$ cat config.mk
export PLATFORM = sky130hd
export DESIGN_NAME = pkt_bridge_top
export DESIGN_NICKNAME = d
export VERILOG_FILES = /design/src/rtl/pkt_bridge_pkg.sv /design/src/rtl/pb_rr_sched.sv /design/src/rtl/pb_seq.sv /design/src/rtl/pkt_bridge_top.sv
export SDC_FILE = /design/constraint.sdc
export NUM_CORES = 1
export LEC_CHECK = 0
export ABC_CLOCK_PERIOD_IN_PS = 5900
export BUFFER_PORTS_ARGS = -buffer_cell sky130_fd_sc_hd__buf_2
export CAP_MARGIN = 20
export CELL_PAD_IN_SITES_DETAIL_PLACEMENT = 1
export CELL_PAD_IN_SITES_GLOBAL_PLACEMENT = 2
export CORE_UTILIZATION = 30
export CTS_CLUSTER_SIZE = 20
export DETAILED_ROUTE_END_ITERATION = 16
export HOLD_SLACK_MARGIN = 0.12
export PLACE_DENSITY = 0.7
export REMOVE_ABC_BUFFERS = 1
export SETUP_SLACK_MARGIN = 0.3
export SLEW_MARGIN = 25
export SYNTH_ARGS = -nofsm -noshare
export SYNTH_HDL_FRONTEND = slang
export SYNTH_HIERARCHICAL = 1
export SYNTH_SLANG_ARGS = --single-unit
$ cat constraint.sdc
create_clock -name clk -period 5.9 [get_ports clk]
set_input_delay 0.885 -clock clk [delete_from_list [all_inputs] [get_ports clk]]
set_output_delay 0.885 -clock clk [all_outputs]
set_load 0.01 [all_outputs]
$ cat src/rtl/pkt_bridge_pkg.sv
package pkt_bridge_pkg;
  localparam int BYTE_W      = 8;
  localparam int CMD_WR_BIT  = 0;
  localparam int CMD_INC_BIT = 1;
  localparam int CMD_RSP_BIT = 7;
  localparam logic [BYTE_W-1:0] AUTOSEND_CMD = 8'h02;

  typedef enum logic [3:0] {
    ST_IDLE, ST_HDR, ST_WGET, ST_WBUS, ST_RBUS, ST_TXHDR, ST_TXDATA, ST_POLL
  } seq_state_t;
endpackage

$ cat src/rtl/pb_rr_sched.sv
module pb_rr_sched #(
  parameter int NUM_SLOTS = 4
) (
  input  logic       clk,
  input  logic       rst,
  input  logic       adv_i,
  output logic [7:0] slot_o
);
  localparam int PTR_W = (NUM_SLOTS > 1) ? $clog2(NUM_SLOTS) : 1;
  localparam logic [PTR_W-1:0] LAST = PTR_W'(NUM_SLOTS - 1);

  logic [PTR_W-1:0] ptr;

  always_ff @(posedge clk) begin
    if (rst) ptr <= '0;
    else if (adv_i) ptr <= (ptr == LAST) ? '0 : ptr + 1'b1;
  end

  generate
    if (PTR_W < 8) begin : g_pad
      assign slot_o = {{(8-PTR_W){1'b0}}, ptr};
    end else begin : g_full
      assign slot_o = ptr[7:0];
    end
  endgenerate
endmodule

$ cat src/rtl/pb_seq.sv
module pb_seq
  import pkt_bridge_pkg::*;
(
  input  logic       clk,
  input  logic       rst,
  input  logic       in_valid,
  input  logic [7:0] in_data,
  output logic       in_ready,
  output logic       out_valid,
  output logic [7:0] out_data,
  input  logic       out_ready,
  output logic [7:0] bus_slot_o,
  output logic [7:0] bus_addr_o,
  output logic [7:0] bus_wdata_o,
  output logic       bus_rd_o,
  output logic       bus_wr_o,
  output logic       bus_poll_o,
  input  logic [7:0] bus_rdata_i,
  input  logic       bus_ack_i,
  input  logic [7:0] poll_slot_i,
  output logic       poll_adv_o
);
  seq_state_t state;
  logic [7:0] hcmd, hslot, hreg, hcnt, addr, remain;
  logic [1:0] hidx, txidx;
  logic [7:0] nxt_addr;

  assign nxt_addr   = addr + {7'd0, hcmd[CMD_INC_BIT]};
  assign in_ready   = (state == ST_IDLE) || (state == ST_HDR) || (state == ST_WGET);
  assign poll_adv_o = (state == ST_POLL) && bus_ack_i;

  always_ff @(posedge clk) begin
    if (rst) begin
      state <= ST_IDLE;
      hcmd <= '0; hslot <= '0; hreg <= '0; hcnt <= '0;
      addr <= '0; remain <= '0; hidx <= '0; txidx <= '0;
      out_valid <= 1'b0; out_data <= '0;
      bus_slot_o <= '0; bus_addr_o <= '0; bus_wdata_o <= '0;
      bus_rd_o <= 1'b0; bus_wr_o <= 1'b0; bus_poll_o <= 1'b0;
    end else begin
      case (state)
        ST_IDLE: begin
          if (in_valid) begin
            hcmd <= in_data;
            hidx <= 2'd1;
            state <= ST_HDR;
          end else begin
            bus_poll_o <= 1'b1;
            bus_slot_o <= poll_slot_i;
            bus_addr_o <= '0;
            state <= ST_POLL;
          end
        end
        ST_HDR: begin
          if (in_valid) begin
            hidx <= hidx + 2'd1;
            case (hidx)
              2'd1: hslot <= in_data;
              2'd2: hreg  <= in_data;
              default: begin
                hcnt   <= in_data;
                remain <= in_data;
                addr   <= hreg;
                if (hcmd[CMD_WR_BIT] && (in_data != 8'd0)) begin
                  state <= ST_WGET;
                end else begin
                  out_data  <= hcmd | (8'd1 << CMD_RSP_BIT);
                  out_valid <= 1'b1;
                  txidx     <= 2'd0;
                  state     <= ST_TXHDR;
                end
              end
            endcase
          end
        end
        ST_WGET: begin
          if (in_valid) begin
            bus_wdata_o <= in_data;
            bus_slot_o  <= hslot;
            bus_addr_o  <= addr;
            bus_wr_o    <= 1'b1;
            state       <= ST_WBUS;
          end
        end
        ST_WBUS: begin
          if (bus_ack_i) begin
            bus_wr_o <= 1'b0;
            remain   <= remain - 8'd1;
            addr     <= nxt_addr;
            if (remain == 8'd1) begin
              out_data  <= hcmd | (8'd1 << CMD_RSP_BIT);
              out_valid <= 1'b1;
              txidx     <= 2'd0;
              state     <= ST_TXHDR;
            end else begin
              state <= ST_WGET;
            end
          end
        end
        ST_TXHDR: begin
          if (out_ready) begin
            if (txidx == 2'd3) begin
              out_valid <= 1'b0;
              if (remain != 8'd0) begin
                bus_rd_o   <= 1'b1;
                bus_slot_o <= hslot;
                bus_addr_o <= addr;
                state      <= ST_RBUS;
              end else begin
                state <= ST_IDLE;
              end
            end else begin
              txidx <= txidx + 2'd1;
              case (txidx)
                2'd0:    out_data <= hslot;
                2'd1:    out_data <= hreg;
                default: out_data <= hcnt;
              endcase
            end
          end
        end
        ST_RBUS: begin
          if (bus_ack_i) begin
            bus_rd_o  <= 1'b0;
            out_data  <= bus_rdata_i;
            out_valid <= 1'b1;
            state     <= ST_TXDATA;
          end
        end
        ST_TXDATA: begin
          if (out_ready) begin
            out_valid <= 1'b0;
            remain    <= remain - 8'd1;
            addr      <= nxt_addr;
            if (remain == 8'd1) begin
              state <= ST_IDLE;
            end else begin
              bus_rd_o   <= 1'b1;
              bus_addr_o <= nxt_addr;
              state      <= ST_RBUS;
            end
          end
        end
        ST_POLL: begin
          if (bus_ack_i) begin
            bus_poll_o <= 1'b0;
            if (bus_rdata_i != 8'd0) begin
              hcmd      <= AUTOSEND_CMD;
              hslot     <= bus_slot_o;
              hreg      <= '0;
              hcnt      <= bus_rdata_i;
              remain    <= bus_rdata_i;
              addr      <= '0;
              out_data  <= AUTOSEND_CMD;
              out_valid <= 1'b1;
              txidx     <= 2'd0;
              state     <= ST_TXHDR;
            end else begin
              state <= ST_IDLE;
            end
          end
        end
        default: state <= ST_IDLE;
      endcase
    end
  end
endmodule

$ cat src/rtl/pkt_bridge_top.sv
module pkt_bridge_top #(
  parameter int NUM_SLOTS = 4
) (
  input  logic       clk,
  input  logic       rst,
  input  logic       in_valid,
  input  logic [7:0] in_data,
  output logic       in_ready,
  output logic       out_valid,
  output logic [7:0] out_data,
  input  logic       out_ready,
  output logic [7:0] bus_slot_o,
  output logic [7:0] bus_addr_o,
  output logic [7:0] bus_wdata_o,
  output logic       bus_rd_o,
  output logic       bus_wr_o,
  output logic       bus_poll_o,
  input  logic [7:0] bus_rdata_i,
  input  logic       bus_ack_i
);
  logic [7:0] poll_slot;
  logic       poll_adv;

  pb_rr_sched #(.NUM_SLOTS(NUM_SLOTS)) sched_i (
    .clk(clk), .rst(rst), .adv_i(poll_adv), .slot_o(poll_slot)
  );

  pb_seq seq_i (
    .clk(clk), .rst(rst),
    .in_valid(in_valid), .in_data(in_data), .in_ready(in_ready),
    .out_valid(out_valid), .out_data(out_data), .out_ready(out_ready),
    .bus_slot_o(bus_slot_o), .bus_addr_o(bus_addr_o), .bus_wdata_o(bus_wdata_o),
    .bus_rd_o(bus_rd_o), .bus_wr_o(bus_wr_o), .bus_poll_o(bus_poll_o),
    .bus_rdata_i(bus_rdata_i), .bus_ack_i(bus_ack_i),
    .poll_slot_i(poll_slot), .poll_adv_o(poll_adv)
  );
endmodule

== Word level (Yosys, flattened, before mapping) ==
Index checks and enable logic that the tools add are counted.

* ROM bits: 0
* Word-level logic and storage cells: 196
* Bits in latches: 0
* Flip-flop bits (word level): 93
* Memories: 0
* Output and inout bits: 37
* Bits in writable memories: 0

* Divide/modulo/power cells: 0
* Magnitude comparators: 0
* Equal/unequal tests: 32
* Add/sub/neg operators: 5
* Reductions and logical operators: 37
* Mux-type cells: 104
* Shift-type cells: 0
* $mul: 0
* Bitwise gates (word level): 0

{| class="wikitable"
|+ Operators with widths
! kind !! number
|-
| $mux 8 || 40
|-
| $pmux 8 s4 || 3
|-
| $pmux 8 s2 || 4
|-
| $pmux 8 s5 || 1
|-
| $mux 4 || 9
|-
| $ne 2x2->1 const B || 16
|-
| $pmux 4 s8 || 1
|-
| $mux 2 || 12
|-
| $pmux 8 s3 || 1
|-
| $reduce_bool 8->1 || 3
|-
| $mux 1 || 19
|-
| $mux 3 || 6
|-
| $eq 4x3->1 const B || 4
|-
| $reduce_and 5->1 || 3
|-
| $pmux 7 s2 || 1
|-
| $reduce_and 7->1 || 2
|-
| $reduce_and 12->1 || 1
|-
| $reduce_bool 4->1 || 3
|-
| $reduce_and 11->1 || 1
|-
| $reduce_and 10->1 || 1
|-
| $reduce_and 3->1 || 3
|-
| $reduce_and 9->1 || 1
|-
| $add 8x1->8 || 1
|-
| $eq 4x2->1 const B || 2
|-
| 26 further kinds || 40
|}

== Longest topological paths before layout ==
Gate-level depths: netlist of run 1.

* Depth after elaboration: 6
* Mapped depth: 8
* Depth with buffers taken out: 7

== Hierarchy ==
Netlist of run 1, hierarchy kept.

{| class="wikitable"
|+ Modules (own cells, without submodules)
! module !! sequential area each (sq um) !! area an instance (sq um) !! times used !! cells each
|-
| pb_seq || 1801.7 || 4929.7 || 1 || 611
|-
| pb_rr_sched || 40.0 || 135.1 || 1 || 15
|}

== Worst setup path after synthesis of run 1 ==
Ideal clock, no wire load.

* Kind: input port to flip-flop
* From: input port in_data[3]
* To: register seq_i.out_data[7]
* Arrival time: 2282 ps
* Path buffers: 0
* Stages: 5
* Path slack: 3477 ps
* Path through: nor4_2 a2111oi_2 or4b_4 nor2_1 a311oi_1

* Longest elaborated chain between the ends: 4

{| class="wikitable"
|+ RTL lines
! what !! line !! source
|-
| from (decl) || pkt_bridge_top.sv:7 || <nowiki>input logic [7:0] in_data,</nowiki>
|-
| $reduce_bool 8->1 || pb_seq.sv:64 || <nowiki>if (hcmd[CMD_WR_BIT] && (in_data != 8'd0)) begin</nowiki>
|-
| $logic_and 1x1->1 || pb_seq.sv:64 ||
|-
| $ne 2x2->1 (no line) || - ||
|-
| $reduce_and 11->1 (no line) || - ||
|-
| to (signal assigned) || pb_seq.sv:67 || <nowiki>out_data <= hcmd | (8'd1 << CMD_RSP_BIT);</nowiki>
|-
| to (signal assigned) || pb_seq.sv:91 || <nowiki>out_data <= hcmd | (8'd1 << CMD_RSP_BIT);</nowiki>
|-
| to (signal assigned) || pb_seq.sv:115 || <nowiki>2'd0: out_data <= hslot;</nowiki>
|-
| to (decl) || pb_seq.sv:10 || <nowiki>output logic [7:0] out_data,</nowiki>
|}

No other way between the ends.
A chain may end at the register's enable or synchronous reset.

== Worst setup path in the final report of run 1 ==
* From: register seq_i.state[0]
* To: register seq_i.bus_addr_o[6]

* Longest elaborated chain between the ends: 3
* Elaborated cells between the ends (all ways): 14
* Classes of those cells: 10 x eq/ne; 1 x mux; 3 x reduce/logical

{| class="wikitable"
|+ RTL lines
! what !! line !! source
|-
| from (decl) || pb_seq.sv:23 || <nowiki>seq_state_t state;</nowiki>
|-
| from (signal assigned) || pb_seq.sv:34 || <nowiki>state <= ST_IDLE;</nowiki>
|-
| from (signal assigned) || pb_seq.sv:46 || <nowiki>state <= ST_HDR;</nowiki>
|-
| from (signal assigned) || pb_seq.sv:51 || <nowiki>state <= ST_POLL;</nowiki>
|-
| $eq 4x3->1 (tied with other cells) || pb_seq.sv:41 || <nowiki>case (state)</nowiki>
|-
| $reduce_bool 4->1 (no line) (tied with other cells) || - ||
|-
| $reduce_and 8->1 (no line) || - ||
|-
| to (signal assigned) || pb_seq.sv:80 || <nowiki>bus_addr_o <= addr;</nowiki>
|-
| to (signal assigned) || pb_seq.sv:107 || <nowiki>bus_addr_o <= addr;</nowiki>
|-
| to (signal assigned) || pb_seq.sv:139 || <nowiki>bus_addr_o <= nxt_addr;</nowiki>
|-
| to (decl) || pb_seq.sv:13 || <nowiki>output logic [7:0] bus_addr_o,</nowiki>
|}

Several ways; a longest one is shown, not always the timed one.

==> metrics, run 1 <==
max-slew violations=0; cell taking the most area after synthesis=dfxtp_1; Design Power=0.002864 W; fmax=0.3376 GHz; sequential cell area=0.001842 mm2; Crit path buffers/inverters=1; #FFs+latches synth=92; critical path peak fanout=28; via count=4857; layout cell share with drive strength beyond 1=15.99%; Final Setup Violations=0; final hold violation count=0; Iter 0 DRT Violations=246; setup bufs post-CTS=0; r2r startpoint=seq_i/state[0]; Worst Path Required=6120 ps; Area Overhead vs Synth=13.07%; Synth async-reset ratio=0%; detailed placement HPWL=12690 um; HP Start=seq_i/hreg[7]; clk_lat worst skew=350 ps; post-route ant nets=0; I/O pin count=58; crit-path cells=buf_4 > and3b_1 > a32o_1 > a221oi_4 > o311a_1 > nor3_1; CP max stage delay=760 ps; VDD IR max=171.3 uV; H-tree depth=3; root buffer cell=clkbuf_16; DRC violations left=0; clock slew at reported path FFs=70 ps; Synth Instances=626; pin count of the biggest net entering global routing=49; die area=0.01741 mm2; Max-slew headroom=31.66%; RSZ-0062 raised after global routing=no; Detailed Routing Iterations Pass 1=5; nets=690; flop2flop setup slack=2940 ps; Seq/Total Area, Yosys=36.36%; P_leak=2.085 nW; worst slew pin tran=1024 ps; GRT overflow=0; Worst setup SP type=flop; CP max stage cell=dfxtp_1; Unique masters post-synth=75; Filler Cells Inserted=2026; vias in the first global route=4983; GPL Wtd Cong=0.8048; core area=0.01652 mm2; multi-input logic area=0.002908 mm2; Critical Path Start=seq_i/state[0]; WP depth=6; R2R depth=6; post-synthesis cell area=0.005065 mm2; Hold Buf Count CTS=0; number of diodes=0; Final Instance Area=0.005727 mm2; Worst setup EP type=flop; synth top area cells=dfxtp_1 36%, a21oi_1 5.8%, nand2_1 5.3%; Syn Area/Cell=8.091 um2; first-pass GRT wire length=28730 um; initial antenna violation count=0; die width=131.9 um; outcome=finished clean; Main synth FF type=dfxtp_1; Post-DP Area=0.005415 mm2; Worst EP arrival=3180 ps; Clock Skews=8.818 ps; Hold Path Class=flop to flop; Post-Route WL=17830 um; Initial Util=30.65%; clk sinks=92; port buffer count=57; Setup Total Neg Slack=0 ps; num rows=47; Synth top area share=36.36%; gr usage total=21.29%; CTS Buffer Depth=2; number of max-cap violations=0; Hold Slack=473.7 ps; Die Height=131.9 um; crit-path leading delay family=compound AO/OA/AOI/OAI gates; post-layout util=34.66%; CTS-repair resized insts=0; WS Path Type=flop to flop; power per cell area=500.2 mW/mm2; vias per inst=5.501; Hold Crit Depth=2; CTS tree=built; synth warn=6; final worst path period need=2962 ps; period utilization=50.20%; wire per inst=20.20 um; number of synthesized flops with an enable pin=0; total CTS buffers=9
worst min-delay path, delay by kind of cell, from the launching register on:
| family | cells | cell delay (ps) |
|---|---|---|
| flops | 1 | 320 |
| simple gates | 1 | 60 |
| compound gates | 1 | 50 |
stage by stage:
step	cells	setup slack [ps]
final	883	2938
after detailed placement	867	2837
after CTS	883	2910
after floorplan	584	3333
after global routing	883	2740
after global placement	867	2627
logic make-up after synthesis:
group | after synthesis | share of synthesized area, %
DFF | 92 | 36.36
and+or+nand+nor | 229 | 22.21
buffers and inverters | 63 | 6.670
xor gates and xnor gates | 1 | 0.1730
muxes | 17 | 3.360
other | 1 | 0.07404
AOI/OAI and AO/OA | 212 | 28.43
adders and majority gates | 11 | 2.717
cells in the mapped netlist, types with 15 or more instances:
cell / n
a311oi_1: 17
a22oi_1: 17
a21oi_1: 59
dfxtp_1: 92
o21ai_0: 37
inv_1: 15
nand2_1: 71
nor3_1: 16
a211oi_1: 24
nor2_1: 70
nand3_1: 18
clkbuf_1: 21
mux2i_1: 17
layer usage:
layer,track usage (%),up-vias,wire length [um]
met5,0,-,0
li1,-,2363,-
met3,3.806,13,536
met2,34.77,77,8465
met1,28.82,2404,8595
met4,5.491,0,235
path summary, 6_finish.rpt:
path | to
worst max-delay path | seq_i/bus_addr_o[6]
worst min-delay path | seq_i/hreg[7]
worst max register to register | seq_i/bus_addr_o[6]
worst min register to register | seq_i/hreg[7]
layout by cell type, fill, tap and decap left out, drive strengths merged, types with 2 or more instances in the layout:
cell type	synthesis	layout
a211oi	24	24
a21o	4	4
a21oi	60	60
a221oi	5	5
a22oi	17	17
a311oi	17	17
a31o	4	4
a31oi	11	11
and2	4	4
and3	4	4
and3b	2	2
and4	2	2
buf	21	63
clkbuf	25	12
clkinv	1	2
conb	1	6
dfxtp	92	92
ha	11	11
inv	15	16
mux2i	17	17
nand2	71	71
nand2b	8	8
nand3	18	18
nand3b	3	3
nand4	4	4
nor2	71	71
nor2b	4	4
nor3	17	17
nor3b	3	3
nor4	6	6
o21a	2	2
o21ai	41	41
o311a	4	4
o311ai	4	4
o31ai	6	6
or2	2	2
or3	3	3
or4	2	2
power breakdown:
part           switching [W]  internal [W]  leakage, nW
Clock               0.000265      0.000355        0.149
Combinational       0.000831      0.000470         1.19
Sequential          0.000162      0.000782        0.751
layout make-up:
cell class	count	share of cell area, %
flip-flops and latches	92	32.16
repair buffers	63	5.768
well taps	220	4.807
clock buffers	12	4.479
clock inverters	4	0.9613
multi-input cells	476	50.78
inverters	16	1.049
(Power assumes the default switching activity.)
==> run 2, diff against run 1 <==
--- a/config.mk
+++ b/config.mk
@@ -5,7 +5,7 @@
 export SDC_FILE = /design/constraint.sdc
 export NUM_CORES = 1
 export LEC_CHECK = 0
-export ABC_CLOCK_PERIOD_IN_PS = 5900
+export ABC_CLOCK_PERIOD_IN_PS = 2500
 export BUFFER_PORTS_ARGS = -buffer_cell sky130_fd_sc_hd__buf_2
 export CAP_MARGIN = 20
 export CELL_PAD_IN_SITES_DETAIL_PLACEMENT = 1
@@ -14,7 +14,7 @@
 export CTS_CLUSTER_SIZE = 20
 export DETAILED_ROUTE_END_ITERATION = 16
 export HOLD_SLACK_MARGIN = 0.12
-export PLACE_DENSITY = 0.7
+export PLACE_DENSITY = 0.73
 export REMOVE_ABC_BUFFERS = 1
 export SETUP_SLACK_MARGIN = 0.3
 export SLEW_MARGIN = 25
==> constraint.sdc (replaced) <==
create_clock -name clk -period 2.5 [get_ports clk]
set_input_delay 0.375 -clock clk [delete_from_list [all_inputs] [get_ports clk]]
set_output_delay 0.375 -clock clk [all_outputs]
set_load 0.01 [all_outputs]
==> metrics, run 2 (synthesized netlist as in run 1, its figures left out) <==
Setup WS pre-CTS=262.4 ps; root buffer cell=clkbuf_16; Iter 0 DRT Violations=325; final cell count without fillers=919; final worst slack=363.2 ps; H-tree depth=3; number of max-cap violations=0; num rows=47; outcome=finished clean; P_leak=2.282 nW; Setup Total Neg Slack=0 ps; GPL Wtd Cong=0.8539; R2R depth=7; port buffer count=57; clk sinks=92; layout cell share with drive strength beyond 1=21.89%; die area=0.01741 mm2; wire per inst=20.39 um; Worst setup EP type=flop; max-slew violations=0; total CTS buffers=9; clk_lat worst skew=350 ps; Filler Cells Inserted=2004; initial antenna violation count=0; Post-Route WL=18740 um; final worst path period need=2137 ps; gr usage total=22.36%; post-route ant nets=0; Max-slew headroom=50.51%; power per cell area=1164 mW/mm2; Worst EP arrival=2420 ps; period utilization=85.47%; number of diodes=0; first-pass GRT wire length=30130 um; flop2flop setup slack=360 ps; WS Path Type=flop to flop; most frequent cells in the layout=88 x dfxtp_1, 70 x nand2_1, 68 x nor2_1; RSZ-0062 raised after global routing=no; pin count of the biggest net entering global routing=52; Worst setup SP type=flop; DRC violations left=0; Clock Skews=8.340 ps; commonest non-fill, non-tap cell in the layout=dfxtp_1; Hold Path Class=primary input to flop; placed cells=900; post-layout util=36.85%; Design Power=0.007087 W; GRT overflow=0; final hold violation count=0; vias in the first global route=5231; Detailed Routing Iterations Pass 1=5; die width=131.9 um; detailed placement HPWL=13500 um; VDD IR max=398.9 uV; fmax=0.4680 GHz; Final Setup Violations=0; core area=0.01652 mm2; CTS Buffer Depth=2; Area Overhead vs Synth=20.23%; Hold Crit Depth=3; I/O pin count=58; nets=726; via count=5080; HP Start=bus_rdata_i[5]; r2r startpoint=seq_i/hidx[0]; Hold Buf Count CTS=0; Initial Util=30.65%; CTS tree=built; Critical Path Start=seq_i/hidx[0]; Die Height=131.9 um; worst slew pin tran=742.3 ps; worst hold endpoint=seq_i/hcnt[5]; Worst R2R End=seq_i/out_valid; Worst Path Required=2780 ps; clock slew at reported path FFs=70 ps; critical path peak fanout=6; vias per inst=5.528
==> run 2: what timing repair did <==
item                                    CTS  global route
setup buffers                             1             2
pin swaps                                 1             3
gates resized for setup                   3            13
endpoints found under the setup margin    7            50
==> run 2: worst max-delay path by stage <==
| stage | end | slack (ps) |
|---|---|---|
| floorplan | seq_i/state[0] | -70 |
| global placement | seq_i/addr[2] | 300 |
| detailed placement | seq_i/bus_addr_o[6] | 260 |
| CTS | seq_i/out_valid | 290 |
| global route | seq_i/out_valid | 300 |
| finish | seq_i/out_valid | 360 |
==> run 2: worst max-delay path: stages, from the launching register on <==
cell and delay, ps:
dfxtp_2 340, inv_1 70, ha_4 280, a211oi_1 80, o21a_1 210, or4b_4 560
or3_1 390, a21oi_1 130
==> run 2: through the flow <==
| stage | instance area (um2) | hold slack [ps] |
|---|---|---|
| final | 6090 | 333.0 |
| after global placement | 5684 | 461.3 |
| after global routing | 6090 | 348.0 |
| after floorplan | 4806 | 438.3 |
| after CTS | 6007 | 324.4 |
| after detailed placement | 5688 | 480.1 |
==> run 2: power breakdown <==
group          internal (W)  total (W)  switching (W)
Clock              0.000777    0.00141       0.000634
Sequential          0.00185    0.00219       0.000337
Combinational       0.00137    0.00349        0.00212
==> run 2: layout make-up <==
class | instances | area [um2] | share of cell area [%]
Multi-Input combinational cell | 476 | 2974 | 48.84
Sequential cell | 92 | 1847 | 30.33
Timing Repair Buffer | 99 | 638.1 | 10.48
Tap cell | 220 | 275.3 | 4.520
Clock buffer | 10 | 229.0 | 3.760
Clock inverter | 6 | 65.06 | 1.068
Inverter | 16 | 61.31 | 1.007
==> run 2: layer usage <==
metal  track usage [%]  vias up  part of all wire [%]
met5                 0        -                     0
met4             7.817        0                   2.0
met3             3.576       18                   4.6
met2             36.21      128                    46
met1             30.05     2502                    47
li1                  -     2432                     -
==> run 3, diff against run 2 <==
--- a/config.mk
+++ b/config.mk
@@ -14,11 +14,10 @@
 export CTS_CLUSTER_SIZE = 20
 export DETAILED_ROUTE_END_ITERATION = 16
 export HOLD_SLACK_MARGIN = 0.12
-export PLACE_DENSITY = 0.73
+export PLACE_DENSITY = 0.72
 export REMOVE_ABC_BUFFERS = 1
 export SETUP_SLACK_MARGIN = 0.3
 export SLEW_MARGIN = 25
 export SYNTH_ARGS = -nofsm -noshare
 export SYNTH_HDL_FRONTEND = slang
-export SYNTH_HIERARCHICAL = 1
 export SYNTH_SLANG_ARGS = --single-unit
==> metrics, run 3 <==
wire per inst=21.45 um; Hold Path Class=primary input to flop; crit-path cells=inv_1 > ha_1 > a21oi_1 > o21ai_1 > and2_4 > nand2_2 > o41ai_1; Iter 0 DRT Violations=234; Worst Path Required=2760 ps; Post-Route WL=19780 um; wl on met1=9317 um; outcome=finished clean; RSZ-0062 raised after global routing=yes; core area=0.01736 mm2; synth top area cells=dfxtp_1 34%, a21oi_1 6.1%, nor2_1 5.1%; final hold violation count=0; met2 routed WL=9730 um; detailed placement HPWL=14500 um; count leader, synth=dfxtp_1; Setup Total Neg Slack=0 ps; Detailed Routing Iterations Pass 1=4; WS Path Type=flop to flop; pin count of the biggest net entering global routing=92; Synth async-reset ratio=0%; initial antenna violation count=0; I/O pin count=58; clock slew at reported path FFs=70 ps; die area=0.01834 mm2; Die Height=135.4 um; Synth top area share=34.49%; #FFs+latches synth=92; Unique masters post-synth=76; critical path peak fanout=11; met3 wire len=500 um; cell taking the most area after synthesis=dfxtp_1; Initial Util=30.77%; Worst EP arrival=2360 ps; R2R depth=7; first-pass GRT wire length=31280 um; GRT overflow=0; VDD IR max=385.5 uV; Syn Area/Cell=8.241 um2; vias per inst=5.725; Clock Skews=5.977 ps; Seq/Total Area, Yosys=34.49%; number of synthesized flops with an enable pin=0; H-tree depth=3; layout cell share with drive strength beyond 1=20.23%; port buffer count=57; CTS tree=built; Synth Instances=648; synth warn=0; root buffer cell=clkbuf_16; nets=724; commonest cells in the netlist=92 x dfxtp_1, 72 x nor2_1, 65 x a21oi_1; post-route ant nets=0; final worst path period need=2107 ps; period utilization=84.28%; power per cell area=1156 mW/mm2; Worst setup SP type=flop; vias in the first global route=5492; commonest non-fill, non-tap cell in the layout=dfxtp_1; most frequent cells in the layout=90 x dfxtp_1, 72 x nor2_1, 65 x a21oi_1; Final Setup Violations=0; Hold Crit Depth=3; post-synthesis cell area=0.005340 mm2; CP max stage delay=380 ps; clk sinks=92; DRC violations left=0; clk_lat worst skew=350 ps; CP max stage cell=dfxtp_1; gr usage total=22.40%; Max-slew headroom=59.19%; number of diodes=0; num rows=48; die width=135.4 um; Final Instance Area=0.006203 mm2; Post-DP Area=0.005834 mm2; Area Overhead vs Synth=16.17%; CTS Buffer Depth=2; Worst setup EP type=flop; max-slew violations=0; total CTS buffers=9; GPL Wtd Cong=0.8353; worst slew pin tran=611.5 ps; DR top layer=met4; number of max-cap violations=0; via count=5278; Main synth FF type=dfxtp_1; P_leak=2.356 nW; fmax=0.4746 GHz
## run 3: cell types whose count changed after synthesis, sizes merged, moves of 5 or more
cell	before	now
o21ai	41	17
a311oi	17	12
a21oi	60	66
nor2b	4	25
buf	21	33
o31ai	6	11
o311ai	4	9
nand2	71	59
a211oi	24	29
## run 3: cell type report
| class | instances | area (um2) |
|---|---|---|
| inverter | 13 | 52.55 |
| multi-input combinational | 487 | 3177 |
| fill | 2083 | 11150 |
| sequential | 92 | 1844 |
| clock buffer | 10 | 239.0 |
| tap | 225 | 281.5 |
| clock inverter | 6 | 46.29 |
| timing repair buffer | 89 | 563.0 |
## run 3: through the flow
step / worst slack, ps / std cells / hold slack, ps / utilization, % / total power [W]
2_1_floorplan: 4.452 / 592 / 439.6 / - / 0.004275
3_3_place_gp: 332.9 / 900 / 444.0 / 33.61 / 0.005589
3_5_place_dp: 244.8 / 900 / 448.7 / 33.61 / 0.005695
4_1_cts: 308.5 / 918 / 286.2 / 35.42 / 0.007147
5_1_grt: 232.9 / 922 / 312.9 / 35.74 / 0.007657
6_report: 392.9 / 922 / 303.8 / 35.74 / 0.007172
## run 3: power breakdown
group	internal [W]	switching, W	total, W
Clock	0.000714	0.000653	0.00137
Combinational	0.00141	0.00226	0.00367
Sequential	0.00179	0.000347	0.00214
Total	0.00391	0.00326	0.00717
## run 3: kinds of logic after synthesis
kind of cell,share of synthesized area [%]
xor gates and xnor gates,0.4921
buffers and inverters,6.654
DFF,34.49
AOI/OAI and AO/OA,30.30
muxes,3.585
and+or+nand+nor,21.91
adders and majority gates,2.577
## run 3: worst max-delay path, delay by kind of cell (launching register included)
kind	cells	cell delay [ps]
AND/OR/NAND/NOR	2	450
buffers and inverters	1	60
adder cells (fa/ha/maj)	1	370
AO/OA/AOI/OAI	3	740
flip-flops	1	380
## run 3: timing repair
item	CTS	global route
hold buffers	0	0
pin swaps	1	0
endpoints found under the setup margin	17	50
gates resized for setup	3	11
setup buffers	2	4
## run 3: per-layer routing
layer  up-vias  global-route usage [%]
met5         -                       0
met4         0                   6.429
met3        19                   3.068
met2        90                   38.40
met1      2667                   29.10
li1       2502                       -
## run 3: path summary, 6_finish.rpt
path	start	to	slack, ps
hold / removal	in_data[4]	seq_i.bus_wdata_o[4]	300
setup reg to reg	seq_i.hidx[0]	seq_i.remain[3]	390
hold reg to reg	seq_i.bus_wdata_o[5]	seq_i.bus_wdata_o[5]	460
setup / recovery	seq_i.hidx[0]	seq_i.remain[3]	390
